## src/rtl/dag_pkg.sv

```systemverilog
package dag_pkg;
  typedef enum logic {
    MAP_ACCESS = 1'b0,
    MAP_BANKED = 1'b1
  } map_mode_e;
endpackage

```

## src/rtl/dag_bank_reg.sv

```systemverilog
module dag_bank_reg #(
  parameter int unsigned BANK_W = 4
) (
  input  logic              clk_i,
  input  logic              rst_ni,
  input  logic              we_i,
  input  logic [BANK_W-1:0] d_i,
  output logic [BANK_W-1:0] q_o
);
  always_ff @(posedge clk_i or negedge rst_ni) begin
    if (!rst_ni)   q_o <= '0;
    else if (we_i) q_o <= d_i;
  end
endmodule

```

## src/rtl/dag_direct_map.sv

```systemverilog
module dag_direct_map
  import dag_pkg::*;
#(
  parameter int unsigned OFS_W  = 8,
  parameter int unsigned BANK_W = 4
) (
  input  logic [BANK_W-1:0]       bank_i,
  input  logic [OFS_W-1:0]        ofs_i,
  input  map_mode_e               mode_i,
  output logic [BANK_W+OFS_W-1:0] addr_o
);
  logic [BANK_W-1:0] hi;

  // access mode: the offset MSB picks the bottom or the top bank
  always_comb begin
    if (mode_i == MAP_BANKED) hi = bank_i;
    else                      hi = {BANK_W{ofs_i[OFS_W-1]}};
    addr_o = {hi, ofs_i};
  end
endmodule

```

## src/rtl/dag_ptr_file.sv

```systemverilog
module dag_ptr_file #(
  parameter int unsigned NUM_PTR = 3,
  parameter int unsigned ADDR_W  = 12,
  parameter int unsigned SEL_W   = 2
) (
  input  logic              clk_i,
  input  logic              rst_ni,
  input  logic [SEL_W-1:0]  rd_sel_i,
  input  logic              inc_i,
  input  logic              ld_i,
  input  logic [SEL_W-1:0]  ld_sel_i,
  input  logic [ADDR_W-1:0] ld_d_i,
  output logic [ADDR_W-1:0] rd_o
);
  logic [ADDR_W-1:0] ptr_q [NUM_PTR];

  for (genvar g = 0; g < NUM_PTR; g++) begin : g_ptr
    logic ld_hit, inc_hit;
    assign ld_hit  = ld_i  && (ld_sel_i == SEL_W'(g));
    assign inc_hit = inc_i && (rd_sel_i == SEL_W'(g));

    always_ff @(posedge clk_i or negedge rst_ni) begin
      if (!rst_ni)      ptr_q[g] <= '0;
      else if (ld_hit)  ptr_q[g] <= ld_d_i;
      else if (inc_hit) ptr_q[g] <= ptr_q[g] + ADDR_W'(1);
    end
  end

  // unmapped index reads as zero
  always_comb begin
    rd_o = '0;
    for (int i = 0; i < NUM_PTR; i++)
      if (rd_sel_i == SEL_W'(i)) rd_o = ptr_q[i];
  end
endmodule

```

## src/rtl/data_addr_gen.sv

```systemverilog
module data_addr_gen
  import dag_pkg::*;
#(
  parameter int unsigned OFS_W   = 8,
  parameter int unsigned BANK_W  = 4,
  parameter int unsigned NUM_PTR = 3,
  localparam int unsigned ADDR_W = OFS_W + BANK_W,
  localparam int unsigned SEL_W  = (NUM_PTR > 1) ? $clog2(NUM_PTR) : 1
) (
  input  logic              clk_i,
  input  logic              rst_ni,
  input  logic              bank_we_i,
  input  logic [BANK_W-1:0] bank_d_i,
  input  logic [OFS_W-1:0]  ofs_i,
  input  logic              banked_i,
  input  logic              ind_i,
  input  logic [SEL_W-1:0]  ptr_sel_i,
  input  logic              post_inc_i,
  input  logic              ptr_ld_i,
  input  logic [SEL_W-1:0]  ptr_ld_sel_i,
  input  logic [ADDR_W-1:0] ptr_ld_d_i,
  output logic [ADDR_W-1:0] addr_o
);
  logic [BANK_W-1:0] bank_q;
  logic [ADDR_W-1:0] dir_addr, ind_addr;
  map_mode_e         mode;

  assign mode = banked_i ? MAP_BANKED : MAP_ACCESS;

  dag_bank_reg #(.BANK_W(BANK_W)) i_bank (
    .clk_i (clk_i),
    .rst_ni(rst_ni),
    .we_i  (bank_we_i),
    .d_i   (bank_d_i),
    .q_o   (bank_q)
  );

  dag_direct_map #(.OFS_W(OFS_W), .BANK_W(BANK_W)) i_map (
    .bank_i(bank_q),
    .ofs_i (ofs_i),
    .mode_i(mode),
    .addr_o(dir_addr)
  );

  dag_ptr_file #(.NUM_PTR(NUM_PTR), .ADDR_W(ADDR_W), .SEL_W(SEL_W)) i_ptr (
    .clk_i   (clk_i),
    .rst_ni  (rst_ni),
    .rd_sel_i(ptr_sel_i),
    .inc_i   (ind_i && post_inc_i),
    .ld_i    (ptr_ld_i),
    .ld_sel_i(ptr_ld_sel_i),
    .ld_d_i  (ptr_ld_d_i),
    .rd_o    (ind_addr)
  );

  assign addr_o = ind_i ? ind_addr : dir_addr;
endmodule

```

## config.mk

```make
export PLATFORM = sky130hd
export DESIGN_NAME = data_addr_gen
export DESIGN_NICKNAME = d
export VERILOG_FILES = /design/src/rtl/dag_pkg.sv /design/src/rtl/dag_bank_reg.sv /design/src/rtl/dag_direct_map.sv /design/src/rtl/dag_ptr_file.sv /design/src/rtl/data_addr_gen.sv
export SDC_FILE = /design/constraint.sdc
export NUM_CORES = 1
export LEC_CHECK = 0
export BUFFER_PORTS_ARGS = -buffer_cell sky130_fd_sc_hd__buf_2
export CORE_ASPECT_RATIO = 2
export CORE_UTILIZATION = 50
export CTS_BUF_LIST = sky130_fd_sc_hd__clkbuf_4
export CTS_CLUSTER_DIAMETER = 50
export DETAILED_ROUTE_END_ITERATION = 6
export PLACE_DENSITY_LB_ADDON = 0.15
export SLEW_MARGIN = 20
export SYNTH_ARGS = -nofsm -noshare
export SYNTH_HDL_FRONTEND = slang
export SYNTH_HIERARCHICAL = 1
export SYNTH_SLANG_ARGS = --single-unit
```

## constraint.sdc

```tcl
create_clock -name clk_i -period 2.7 [get_ports clk_i]
set_input_delay 0.54 -clock clk_i [delete_from_list [all_inputs] [get_ports clk_i]]
set_output_delay 0.54 -clock clk_i [all_outputs]
set_load 0.005 [all_outputs]
```

==> flow_summary.json <==
{
  "fin_cells": 392,
  "final_common_cell": "buf_2",
  "cp_slowest_stage_delay_ns": 0.63,
  "seqPwrFrac_pct": 49.1,
  "synth.net_count": 334,
  "grt_usage_pct": 24.4,
  "drive_gt1_share_pct": 26.0,
  "grt_pass1_vias": 2202,
  "htreeDepth": 2,
  "rsz0062_at_grt": "false",
  "power.density_mw_per_mm2": 603,
  "grt_overflow": 0,
  "avgSynthCellArea_um2": 9.12,
  "cp_max_fo": 15,
  "yosys_register_bits": 40,
  "synth_adder_area_share_pct": 1.39,
  "die-area_mm2": 0.00572,
  "die_w_um": 54.0,
  "cp-end-kind": "output pin",
  "port_buffers": 46,
  "worst_pin_slew_ns": 0.901,
  "reg2reg_from": "i_ptr/ptr_q[12]",
  "critPathLaunch": "ptr_sel_i[0]",
  "initial_utilization_pct": 52.1,
  "fin_nets": 371,
  "cp.buffers_inverters": 2,
  "cp_slowest_cell": "nor2b_1",
  "synth-edff-count": 0,
  "drt_wl_total_um": 6250,
  "hold_viol_final": 0,
  "pre_cts_slack_ns": 0.258,
  "synthXorXnorAreaFrac_pct": 10.4,
  "ios": 47,
  "core-area_mm2": 0.00518,
  "layout_min_cycle_time_ns": 2.42,
  "dp_hpwl_um": 4890,
  "wl_per_cell_um": 16.0,
  "syn_area_mm2": 0.00270,
  "grt_max_degree": 41,
  "hp-class": "input port to async pin",
  "status": "finished, final reports clean",
  "max_freq_mhz": 414,
  "cts_root_buf": "clkbuf_4",
  "p_total_mw": 1.81,
  "diodes": 0,
  "placedCellCount": 384,
  "netSwitchingFraction_pct": 34.8,
  "synth-main-ff-cell": "dfrtp_1",
  "power.internal_mw": 1.18,
  "die_height_um": 106,
  "drtIter0Drc": 93,
  "layout_common_cells": "buf_2 (46), dfrtp_1 (40), nor2_1 (31), nand2_1 (30), a21oi_1 (26)",
  "clockBufferDepth": 2,
  "areaGrowthSynthToFinish_pct": 11.0,
  "yosys.area_share.simple_pct": 21.6,
  "vias": 2221,
  "crit_chain": "buf_2 > nor2b_1 > nand2_1 > o21ai_0 > mux2_2 > buf_2",
  "final.setup.worst_slack_ns": 0.282,
  "avgViaCountPerCell": 5.67,
  "drc": 0,
  "cp.arrival_ns": 1.88,
  "cts_resized": 0,
  "dr.pass1.iters": 4,
  "drv_cap": 0,
  "slew-limit-headroom_pct": 39.9,
  "hold_buffers": 0,
  "max-vdd-ir-drop_v": 0.000400,
  "seq_area_frac_synth_pct": 37.1,
  "syn_inst": 296,
  "p_leak_nw": 1.29,
  "synth-async-reset-ratio_pct": 100,
  "gp_congestion": 0.807,
  "numCtsBuffers": 5,
  "crit_required_ns": 2.16,
  "muxShareOfSynthArea_pct": 15.2,
  "start_kind": "input port",
  "row_count": 37,
  "finalSetupTns_ns": 0,
  "synth_top_family_by_area": "simple AND/OR/NAND/NOR gates",
  "maxSlewViolCount": 0,
  "clk_pin_slew_ns": 0.13,
  "antenna_found_initial": 0,
  "setup_viol": 0,
  "place_area_mm2": 0.00291,
  "finalCritPeriodShare_pct": 89.5,
  "fin_util_pct": 57.8,
  "critPathTopFamily": "simple AND/OR/NAND/NOR gates",
  "postRouteAntennaNets": 0,
  "skew_ns": 0.0114,
  "synth_compound_area_share_pct": 9.04,
  "ys_types": 35,
  "cts_tree": "yes",
  "insertion_delay_ns": 0.36,
  "worst_path_most_repeated_cell": "buf_2",
  "combPwrFrac_pct": 28.1,
  "clkPwrFrac_pct": 22.9,
  "clock_sinks": 40,
  "p_sw_mw": 0.629,
  "holdWs_ns": 0.299,
  "final_area_mm2": 0.00300,
  "critPathKind": "input port to output pin",
  "cts_setup_buffers": 0,
  "grt_pass1_wl_um": 10100,
  "yosys_warnings": 6
}
[path summary, 6_finish.rpt]
path,end,slack [ns],cells past startpoint
setup / recovery,addr_o[0],0.28,6
hold / removal,i_ptr/ptr_q[0],0.30,1
setup reg to reg,i_ptr/ptr_q[22],1.05,5
hold reg to reg,i_bank/q_o[3],0.52,1
max in group asynchronous,i_ptr/ptr_q[8],1.84,1
min in group clk_i,i_ptr/ptr_q[27],0.42,3
[cell families after synthesis]
kind of cell             after synthesis
multiplexers                          35
AND/OR/NAND/NOR                      114
AO/OA/AOI/OAI                         48
XOR/XNOR                              32
flip-flops                            40
buffers and inverters                 24
adder cells (fa/ha/maj)                3
[state kept, by name, summed over array words and instances (netlist names)]
register	count
i_ptr/ptr_q	36
i_bank/q_o	4
[synthesized netlist by cell type, drive strengths merged, types with 2 or more instances]
cell,n,area (um^2)
nand3b,4,37.5
and2,2,13.8
a21oi,26,130
nor3b,2,26.3
buf,12,98.8
nand4,9,56.3
inv,3,11.3
ha,3,37.5
nor4,6,37.5
o21ai,21,105
mux2,20,259
xnor2,20,175
mux2i,15,150
nand2,31,119
nor2,31,116
clkbuf,9,33.8
nand3,11,55.1
dfrtp,40,1000
nor3,8,40.0
nand4b,2,17.5
and3,3,18.8
xor2,12,105
[cell type report]
| class | count | area, um^2 |
|---|---|---|
| Fill cell | 507 | 2190 |
| Multi-Input combinational cell | 232 | 1560 |
| Sequential cell | 40 | 1000 |
| Timing Repair Buffer | 51 | 268 |
| Tap cell | 58 | 72.6 |
| Clock inverter | 3 | 46.3 |
| Clock buffer | 5 | 37.5 |
| Inverter | 3 | 11.3 |
[power by group through the flow]
stage,clock network (mW),registers [mW],logic [mW]
finish,0.413,0.887,0.508
global route,0.444,0.905,0.579
CTS,0.422,0.882,0.513
detailed placement,0,0.894,0.508
global placement,0,0.890,0.497
floorplan,0,0.847,0.379
[worst register-to-register path, delay by kind of cell (launching register included)]
kind                       cells  cell delay [ns]
and+or+nand+nor                2             0.61
DFF                            1             0.48
AOI/OAI and AO/OA              1             0.08
xor gates and xnor gates       1             0.15
adders and majority gates      1             0.19
[routing by layer]
| metal | GRT usage (%) | part of all wire, % | wire length, um |
|---|---|---|---|
| met5 | 0 | 0 | 0 |
| met1 | 24.9 | 38 | 2360 |
| met4 | 9.59 | 2.1 | 129 |
| met3 | 3.15 | 3.9 | 241 |
| met2 | 46.0 | 56 | 3530 |
Note: power is estimated with default switching activity, not from simulation.
